===== src/rtl/ifr_pkg.sv =====
// Package: shared constants and helpers for the interrupt/reset front end.
// Assumes: all users compile this first.
package ifr_pkg;
    localparam int unsigned IFR_SYNC_DEF    = 2;
    localparam int unsigned IFR_MIN_RST_DEF = 4;
    localparam int unsigned IFR_VEC_W_DEF   = 8;
    localparam int unsigned IFR_NMI_TYPE    = 2;

    // Raw-input lane order inside the shared synchronizer bank.
    typedef enum int unsigned {
        LANE_IRQ  = 0,
        LANE_NMI  = 1,
        LANE_TEST = 2,
        LANE_RST  = 3,
        LANE_NUM  = 4
    } ifr_lane_e;

    // Width needed to count from 0 to n inclusive.
    function automatic int unsigned cnt_width(input int unsigned n);
        return (n < 2) ? 1 : $clog2(n + 1);
    endfunction
endpackage


===== src/rtl/ifr_sync.sv =====
// Module: a bank of WIDTH independent synchronizer chains, each STAGES deep.
// Assumes: each bit is independent (no bus coherency is required); the
// stages clear to 0 under the synchronous active-low reset.
module ifr_sync #(
    parameter int unsigned WIDTH  = 4,
    parameter int unsigned STAGES = 2
) (
    input  logic             clk,
    input  logic             rst_n,
    input  logic [WIDTH-1:0] async_i,
    output logic [WIDTH-1:0] sync_o
);
    logic [WIDTH-1:0] chain_q [STAGES];

    generate
        for (genvar s = 0; s < STAGES; s++) begin : g_stage
            if (s == 0) begin : g_first
                // Capture the raw inputs into the first stage.
                always_ff @(posedge clk) begin
                    if (!rst_n) chain_q[0] <= '0;
                    else        chain_q[0] <= async_i;
                end
            end else begin : g_next
                // Shift each further stage from the one before it.
                always_ff @(posedge clk) begin
                    if (!rst_n) chain_q[s] <= '0;
                    else        chain_q[s] <= chain_q[s-1];
                end
            end
        end
    endgenerate

    assign sync_o = chain_q[STAGES-1];
endmodule


===== src/rtl/ifr_rst_qual.sv =====
// Module: qualifies the synchronized reset request. It asserts the core
// reset only after MIN_CYCLES consecutive high samples and releases it on
// the first low sample.
// Assumes: req_s is already synchronous to clk.
module ifr_rst_qual
    import ifr_pkg::*;
#(
    parameter int unsigned MIN_CYCLES = 4
) (
    input  logic clk,
    input  logic rst_n,
    input  logic req_s,
    output logic core_reset_o
);
    localparam int unsigned CW = cnt_width(MIN_CYCLES);
    localparam logic [CW-1:0] CNT_LAST = CW'(MIN_CYCLES - 1);
    localparam logic [CW-1:0] CNT_SAT  = CW'(MIN_CYCLES);

    logic [CW-1:0] run_q;
    logic          hold_q;

    // Count consecutive high samples and raise the reset at the threshold.
    always_ff @(posedge clk) begin
        if (!rst_n || !req_s) begin
            run_q  <= '0;
            hold_q <= 1'b0;
        end else if (run_q != CNT_SAT) begin
            run_q <= run_q + 1'b1;
            if (run_q == CNT_LAST) hold_q <= 1'b1;
        end
    end

    assign core_reset_o = hold_q;
endmodule


===== src/rtl/ifr_nmi_edge.sv =====
// Module: detects rising edges of the synchronized NMI and keeps a
// sticky pending flag. The sequencer acknowledge or an accepted reset
// clears the flag; a new edge in the same cycle as an acknowledge wins.
// Assumes: nmi_s is synchronous.
module ifr_nmi_edge (
    input  logic clk,
    input  logic rst_n,
    input  logic nmi_s,
    input  logic ack_i,
    input  logic clr_i,
    output logic pend_o
);
    logic prev_q;
    logic pend_q;
    logic rise;

    // Find a low-to-high step between two consecutive samples.
    always_comb rise = nmi_s & ~prev_q;

    // Record the previous sample for the edge compare.
    always_ff @(posedge clk) begin
        if (!rst_n) prev_q <= 1'b0;
        else        prev_q <= nmi_s;
    end

    // Keep the pending flag until acknowledge or an accepted reset.
    always_ff @(posedge clk) begin
        if (!rst_n || clr_i) pend_q <= 1'b0;
        else if (rise)       pend_q <= 1'b1;
        else if (ack_i)      pend_q <= 1'b0;
    end

    assign pend_o = pend_q;
endmodule


===== src/rtl/ifr_boundary.sv =====
// Module: samples the maskable level at instruction boundaries and
// decides which service to enter. NMI has priority; the vector type
// shows only while the NMI take pulse is high.
// Assumes: boundary_i is high during exactly the last clock of an
// instruction.
module ifr_boundary #(
    parameter int unsigned VEC_W    = 8,
    parameter int unsigned NMI_TYPE = 2
) (
    input  logic             clk,
    input  logic             rst_n,
    input  logic             boundary_i,
    input  logic             irq_s,
    input  logic             ie_i,
    input  logic             nmi_pend_i,
    input  logic             clr_i,
    output logic             intr_pend_o,
    output logic             take_nmi_o,
    output logic             take_intr_o,
    output logic [VEC_W-1:0] vec_o
);
    localparam logic [VEC_W-1:0] NMI_VEC = VEC_W'(NMI_TYPE);

    logic qualified;

    // The maskable request counts only while the core enables it.
    always_comb qualified = irq_s & ie_i;

    // Latch the qualified level at each boundary and hold it between boundaries.
    always_ff @(posedge clk) begin
        if (!rst_n || clr_i)  intr_pend_o <= 1'b0;
        else if (boundary_i)  intr_pend_o <= qualified;
    end

    // Issue one-cycle take pulses with NMI ahead of the maskable request.
    always_ff @(posedge clk) begin
        if (!rst_n || clr_i || !boundary_i) begin
            take_nmi_o  <= 1'b0;
            take_intr_o <= 1'b0;
            vec_o       <= '0;
        end else begin
            take_nmi_o  <= nmi_pend_i;
            take_intr_o <= ~nmi_pend_i & qualified;
            vec_o       <= nmi_pend_i ? NMI_VEC : '0;
        end
    end
endmodule


===== src/rtl/ifr_front.sv =====
// Module: top of the interrupt and reset input conditioner. It synchronizes
// the four raw pins, qualifies reset, tracks NMI and samples the maskable
// request at boundaries.
// Assumes: ie_i, instr_last_i and nmi_ack_i come from synchronous core
// logic.
module ifr_front
    import ifr_pkg::*;
#(
    parameter int unsigned SYNC_STAGES    = IFR_SYNC_DEF,
    parameter int unsigned MIN_RST_CYCLES = IFR_MIN_RST_DEF,
    parameter int unsigned VEC_W          = IFR_VEC_W_DEF,
    parameter int unsigned NMI_TYPE       = IFR_NMI_TYPE
) (
    input  logic             clk,
    input  logic             rst_n,
    input  logic             irq_i,
    input  logic             nmi_i,
    input  logic             test_i,
    input  logic             reset_req_i,
    input  logic             ie_i,
    input  logic             instr_last_i,
    input  logic             nmi_ack_i,
    output logic             nmi_pend_o,
    output logic             intr_pend_o,
    output logic             take_nmi_o,
    output logic             take_intr_o,
    output logic [VEC_W-1:0] vec_o,
    output logic             test_ready_o,
    output logic             core_reset_o
);
    localparam int unsigned LANES = LANE_NUM;

    logic [LANES-1:0] raw_bus;
    logic [LANES-1:0] sync_bus;
    logic             irq_sync;
    logic             nmi_sync;
    logic             test_sync;
    logic             rst_sync;

    // Collect the raw pins into the synchronizer lanes.
    always_comb begin
        raw_bus            = '0;
        raw_bus[LANE_IRQ]  = irq_i;
        raw_bus[LANE_NMI]  = nmi_i;
        raw_bus[LANE_TEST] = test_i;
        raw_bus[LANE_RST]  = reset_req_i;
    end

    ifr_sync #(.WIDTH(LANES), .STAGES(SYNC_STAGES)) u_sync (
        .clk     (clk),
        .rst_n   (rst_n),
        .async_i (raw_bus),
        .sync_o  (sync_bus)
    );

    // Split the synchronized lanes back into named signals.
    always_comb begin
        irq_sync  = sync_bus[LANE_IRQ];
        nmi_sync  = sync_bus[LANE_NMI];
        test_sync = sync_bus[LANE_TEST];
        rst_sync  = sync_bus[LANE_RST];
    end

    ifr_rst_qual #(.MIN_CYCLES(MIN_RST_CYCLES)) u_rst (
        .clk          (clk),
        .rst_n        (rst_n),
        .req_s        (rst_sync),
        .core_reset_o (core_reset_o)
    );

    ifr_nmi_edge u_nmi (
        .clk    (clk),
        .rst_n  (rst_n),
        .nmi_s  (nmi_sync),
        .ack_i  (nmi_ack_i),
        .clr_i  (core_reset_o),
        .pend_o (nmi_pend_o)
    );

    ifr_boundary #(.VEC_W(VEC_W), .NMI_TYPE(NMI_TYPE)) u_bnd (
        .clk         (clk),
        .rst_n       (rst_n),
        .boundary_i  (instr_last_i),
        .irq_s       (irq_sync),
        .ie_i        (ie_i),
        .nmi_pend_i  (nmi_pend_o),
        .clr_i       (core_reset_o),
        .intr_pend_o (intr_pend_o),
        .take_nmi_o  (take_nmi_o),
        .take_intr_o (take_intr_o),
        .vec_o       (vec_o)
    );

    // The wait instruction may proceed while the synchronized test line is low.
    always_comb test_ready_o = ~test_sync;
endmodule


===== config.mk =====
export PLATFORM = sky130hd
export DESIGN_NAME = ifr_front
export DESIGN_NICKNAME = d
export VERILOG_FILES = /design/src/rtl/ifr_pkg.sv /design/src/rtl/ifr_sync.sv /design/src/rtl/ifr_rst_qual.sv /design/src/rtl/ifr_nmi_edge.sv /design/src/rtl/ifr_boundary.sv /design/src/rtl/ifr_front.sv
export SDC_FILE = /design/constraint.sdc
export NUM_CORES = 1
export LEC_CHECK = 0
export BUFFER_PORTS_ARGS = -buffer_cell sky130_fd_sc_hd__buf_2
export CAP_MARGIN = 15
export CORE_MARGIN = 2
export CORE_UTILIZATION = 46
export DETAILED_ROUTE_END_ITERATION = 8
export PLACE_DENSITY = 0.79
export SLEW_MARGIN = 20
export SYNTH_ARGS = -nofsm -noshare
export SYNTH_HDL_FRONTEND = slang
export SYNTH_SLANG_ARGS = --single-unit

===== constraint.sdc =====
create_clock -name clk -period 1.4 [get_ports clk]
set_input_delay 0.35 -clock clk [delete_from_list [all_inputs] [get_ports clk]]
set_output_delay 0.35 -clock clk [all_outputs]
set_load 0.02 [all_outputs]

# --- Yosys cells after proc, flatten, opt, wreduce, memory -nomap -nowiden ---
# Memory sizes are Yosys's and may differ from the RTL's.
# Cells that the tools add are included.
word_totals:
  regBits: 17
  mem_bits_rw: 8
  in_bits: 9
  out_inout_bits: 14
  word_cells: 35
  memories: 1
memory_table:
  columns: ["memory", "words", "width", "read_ports", "rd_ports_with_merged_regs", "write_ports", "line_no", "text"]
  rows:
  - ["u_sync.chain_q", 2, 4, 2, 0, 2, "ifr_sync.sv:13", "logic [WIDTH-1:0] chain_q [STAGES];"]
op_classes:
  addsub: 1
  n_eq_ne: 2
  muxes: 7
  bitwise_logic: 8
  reduce_logical: 8
op_table:
  columns: ["operator", "count"]
  rows:
  - ["$mux W4", 2]
  - ["$mux W1", 4]
  - ["$add A3 B1 Y3 const B", 1]
  - ["$and A1 B1 Y1", 3]
  - ["$eq A3 B2 Y1 const B", 1]
  - ["$logic_not A1 Y1", 3]
  - ["$logic_or A1 B1 Y1", 3]
  - ["$ne A3 B3 Y1 const B", 1]
  - ["$not A1 Y1", 3]
  - ["$mux W2", 1]
  - ["$or A1 B1 Y1", 2]
  - ["$reduce_and A2 Y1", 1]
  - ["$reduce_bool A2 Y1", 1]

# --- Longest topological paths before layout ---
depth:
  ltp_word: 3
  ltp_mapped: 4
  depth_no_buf: 4

# --- By module ---
# Synthesis repeated with hierarchy kept, for this count alone.
unflattened:
  cells_unflattened: 64
  hier_area_um2: 684.4
modules_own_cells:
  columns: ["mod", "n_inst", "cells_each", "area_each_um2", "seq_area_each_um2"]
  rows:
  - ["ifr_sync", 1, 16, 210.2, 160.2]
  - ["ifr_rst_qual", 1, 21, 196.4, 80.1]
  - ["ifr_boundary", 1, 19, 192.7, 60.1]
  - ["ifr_nmi_edge", 1, 7, 81.3, 40.0]
  - ["ifr_front", 1, 1, 3.8, 0.0]

# --- Least setup slack after synthesis ---
# OpenSTA, ideal clock, no wires.
synth_path:
  kind: "reg2reg"
  start: "reg u_rst.run_q[0]"
  end: "reg u_rst.hold_q, in the netlist u_rst.core_reset_o"
  setup_time_ps: 115
  t_arrival_ps: 934
  required_ps: 1285
  slack_ps: 351
  path_stages_with_launch: 5
  n_path_buf: 0
  synth_period_minus_slack_ps: 1049
  path_cell_list: "dfxtp_1 ha_1 ha_1 a21boi_0 o21ba_1"
synth_between:
  elab_chain_cells: 2
  word_cells_on_any_way: 3
  classes_between: "eq/ne (2); reduce/logical (1)"
synth_rtl:
  columns: ["element", "line_no", "text"]
  rows:
  - ["start, declared", "ifr_rst_qual.sv:19", "logic [CW-1:0] run_q;"]
  - ["start signal, assigned", "ifr_rst_qual.sv:28", "run_q <= run_q + 1'b1;"]
  - ["$eq A3 B2 Y1 or $ne A3 B3 Y1 (tied branches)", "ifr_rst_qual.sv:29, ifr_rst_qual.sv:27", null]
  - ["$reduce_and A2 Y1 (no line) *", null, null]
  - ["end signal, assigned", "ifr_rst_qual.sv:26", "hold_q <= 1'b0;"]
  - ["end signal, assigned", "ifr_rst_qual.sv:29", "if (run_q == CNT_LAST) hold_q <= 1'b1;"]
  - ["end, declared", "ifr_rst_qual.sv:20", "logic hold_q;"]
# Every way passes the cells marked *; elsewhere a longest branch is shown, timed or not.
# A chain may end at the register's enable or synchronous reset.

# --- Worst setup path after layout ---
layout_path:
  start: "reg u_rst.hold_q, in the netlist u_rst.core_reset_o"
  end: "out core_reset_o"
layout_lines:
  columns: ["element", "line_no", "text"]
  rows:
  - ["end, declared", "ifr_front.sv:29", "output logic core_reset_o"]
# No word-level cell between the ends.

==> reports/metrics.csv <==
stage;metric;value;unit
logic_synthesis;synth unique cells;18;
grt;vias in the first global route;389;
sta;fmax;0.8539;GHz
critical_path;critical path cell sequence;buf_2;
critical_path;CP top delay family;flip-flops;
cts;CTS Buffer Depth;2;
grt;initial antenna violation count;0;
cts;TritonCTS Buffers;3;
power_and_ir_drop;P_leak;0.3551;nW
logic_synthesis;Mapped Cells;66;
floorplanning;full die area;0.001731;mm^2
critical_path;Worst Path Buf+Inv;1;
critical_path;instance count on the critical path;1;
critical_path;r2r worst-path depth;4;
drt;Initial DRC Count;1;
placed_design;Area after DPL;701.9;um^2
sta;Max Slew Vio Count;0;
cts;post-CTS resize count;0;
critical_path;Crit Path Category;register to output pin;
floorplanning;initial core utilization;49.38;%
floorplanning;Rows;13;
critical_path;Arrival @ worst endpoint;820;ps
layout;post-route cell area;728.2;um^2
cts;TritonCTS clock tree;built;
sta;Final Setup Violations;0;
cts;Hold Buf Count CTS;0;
logic_synthesis;Netlist Area Pre-Place;650.6;um^2
drt;final WL;887;um
drt;Final ANT Viol Nets;0;
critical_path;Req. time, crit path;1050;ps
placed_design;placed cells;93;
logic_synthesis;Seq/Total Area, Yosys;52.31;%
grt;remaining global-route overflow;0;
sta;RSZ-0062 raised after global routing;false;
floorplanning;area of the core;0.001318;mm^2
drt;First-pass DRT Iterations;4;
min_path;hold crit path type;input port to register;
cts;CTS Sinks;17;
critical_path;crit path max fanout;3;
logic_synthesis;register bit total from synthesis;17;
cts;clock root cell;clkbuf_4;
layout;share of layout cells above drive strength 1;24.39;%
cts;CTS H-Tree Depth;1;
grt;largest net degree at the start of global routing;12;
layout;Antenna Cells;0;
floorplanning;# IOs;23;
sta;Final Hold Vio Count;0;
grt;total track usage;12.87;%
layout;Area Overhead vs Synth;11.92;%
critical_path;Crit-path slowest cell;dfxtp_1;
critical_path;delay of the slowest critical-path stage;370;ps
logic_synthesis;Synth Warn #;0;
power_and_ir_drop;peak supply drop;0.6012;mV
drt;DRC errors left;0;
cts;CTS clk-pin slew, worst paths;90;ps
layout;commonest cells after routing, fill and taps aside;dfxtp_1, buf_2, and2_1;
cts;setup bufs post-CTS;0;
power_and_ir_drop;Pwr Total;0.0008072;W
min_path;Hold Path Depth;2;
placed_design;Final GP Congestion;0.7429;
sta;Clock Skew;4.603;ps
cts;Worst-Skew Late Latency;280;ps
layout;commonest non-fill, non-tap cell in the layout;dfxtp_1;
placed_design;PortBufs;15;
drt;Avg WL per Cell;9.144;um
placed_design;final HPWL from detailed placement;635.8;um
floorplanning;DIE WIDTH;41.61;um
grt;global-route wire length before repair;1.635;mm
status;status;finished clean;
critical_path;Worst Setup Start Kind;register;
sta;Final min period;1171;ps
floorplanning;Die H;41.61;um
layout;layout net count;95;
drt;Via Count;438;
logic_synthesis;Avg Cell Area, Syn;9.858;um^2
layout;final core occ;55.27;%
flow_run;max_cap viols;0;
drt;vias per cell;4.515;
critical_path;Critical Path End Type;output pin;
layout;Non-Filler Instances;97;
critical_path;reg2reg setup slack;260;ps
sta;period utilisation layout;83.65;%
power_and_ir_drop;power density cells;1108;mW/mm^2
sta;setup tns final;0;ps
## where the power goes
group | total [W] | switching (W) | internal [W]
sequential | 0.000503 | 0.00000496 | 0.000498
clock | 0.000245 | 0.000135 | 0.000110
combinational | 0.0000597 | 0.0000377 | 0.0000220
total | 0.000807 | 0.000177 | 0.000630
## metrics by stage
step                hold slack, ps  setup WS [ps]
CTS                          261.0          211.4
floorplan                    411.9          351.2
global route                 250.8          154.7
finish                       271.5          228.8
global placement             413.7          327.3
detailed placement           416.9          307.9
## sequential cells by signal (all words and copies together), names as in the netlist
name / count
u_bnd.intr_pend_o: 1
u_bnd.take_intr_o: 1
u_bnd.vec_o: 1
u_nmi.pend_o: 1
u_nmi.prev_q: 1
u_rst.core_reset_o: 1
u_rst.run_q: 3
u_sync.chain_q: 8
## layout make-up
cell class,count,area [um^2]
clock buffer,4,26.28
fill,122,589.3
inverter,6,22.52
multi-input combinational,40,245.2
sequential,17,340.3
tap,15,18.77
timing repair buffer,15,75.07
## worst paths after layout
kind                                   start                              end
max          u_rst.core_reset_o$_SDFFE_PP0P_                     core_reset_o
min                              reset_req_i  u_sync.chain_q[0][3]$_SDFF_PN0_
max reg2reg      u_rst.run_q[0]$_SDFFE_PP0P_      u_rst.run_q[1]$_SDFFE_PP0P_
min reg2reg  u_sync.chain_q[0][0]$_SDFF_PN0_  u_sync.chain_q[1][0]$_SDFF_PN0_
## kinds of logic after synthesis
logic type | count (synthesis) | synth area share [%]
simple gates | 21 | 18.65
flops | 17 | 52.31
fa+ha+maj | 3 | 5.770
other cells | 1 | 0.5764
buf+inv | 15 | 13.46
compound gates | 9 | 9.231
## metal layers
| metal | wire length (um) | share of wire, % | vias up | global-route usage, % |
|---|---|---|---|---|
| met1 | 375 | 42 | 190 | 13.32 |
| li1 | - | - | 226 | - |
| met5 | 0 | 0 | - | 0 |
| met2 | 425 | 48 | 20 | 20.94 |
| met4 | 12 | 1.4 | 0 | 9.677 |
| met3 | 73 | 8.2 | 2 | 4.783 |
## synth_stat cells
master	count	area, um^2
nand2_2	1	6.260
ha_1	3	37.54
dfxtp_1	17	340.3
a21bo_2	1	10.01
a21o_1	1	7.510
nor3_1	1	5.000
a21oi_1	5	25.02
nand2_1	2	7.510
nand3_1	3	15.01
buf_2	1	5.000
and2_1	9	56.30
o21ba_1	1	10.01
buf_4	8	60.06
inv_1	6	22.52
a21boi_0	1	7.510
nand2b_1	4	25.02
nor4_1	1	6.260
conb_1	1	3.750
Note: power is estimated with default switching activity, not from simulation.
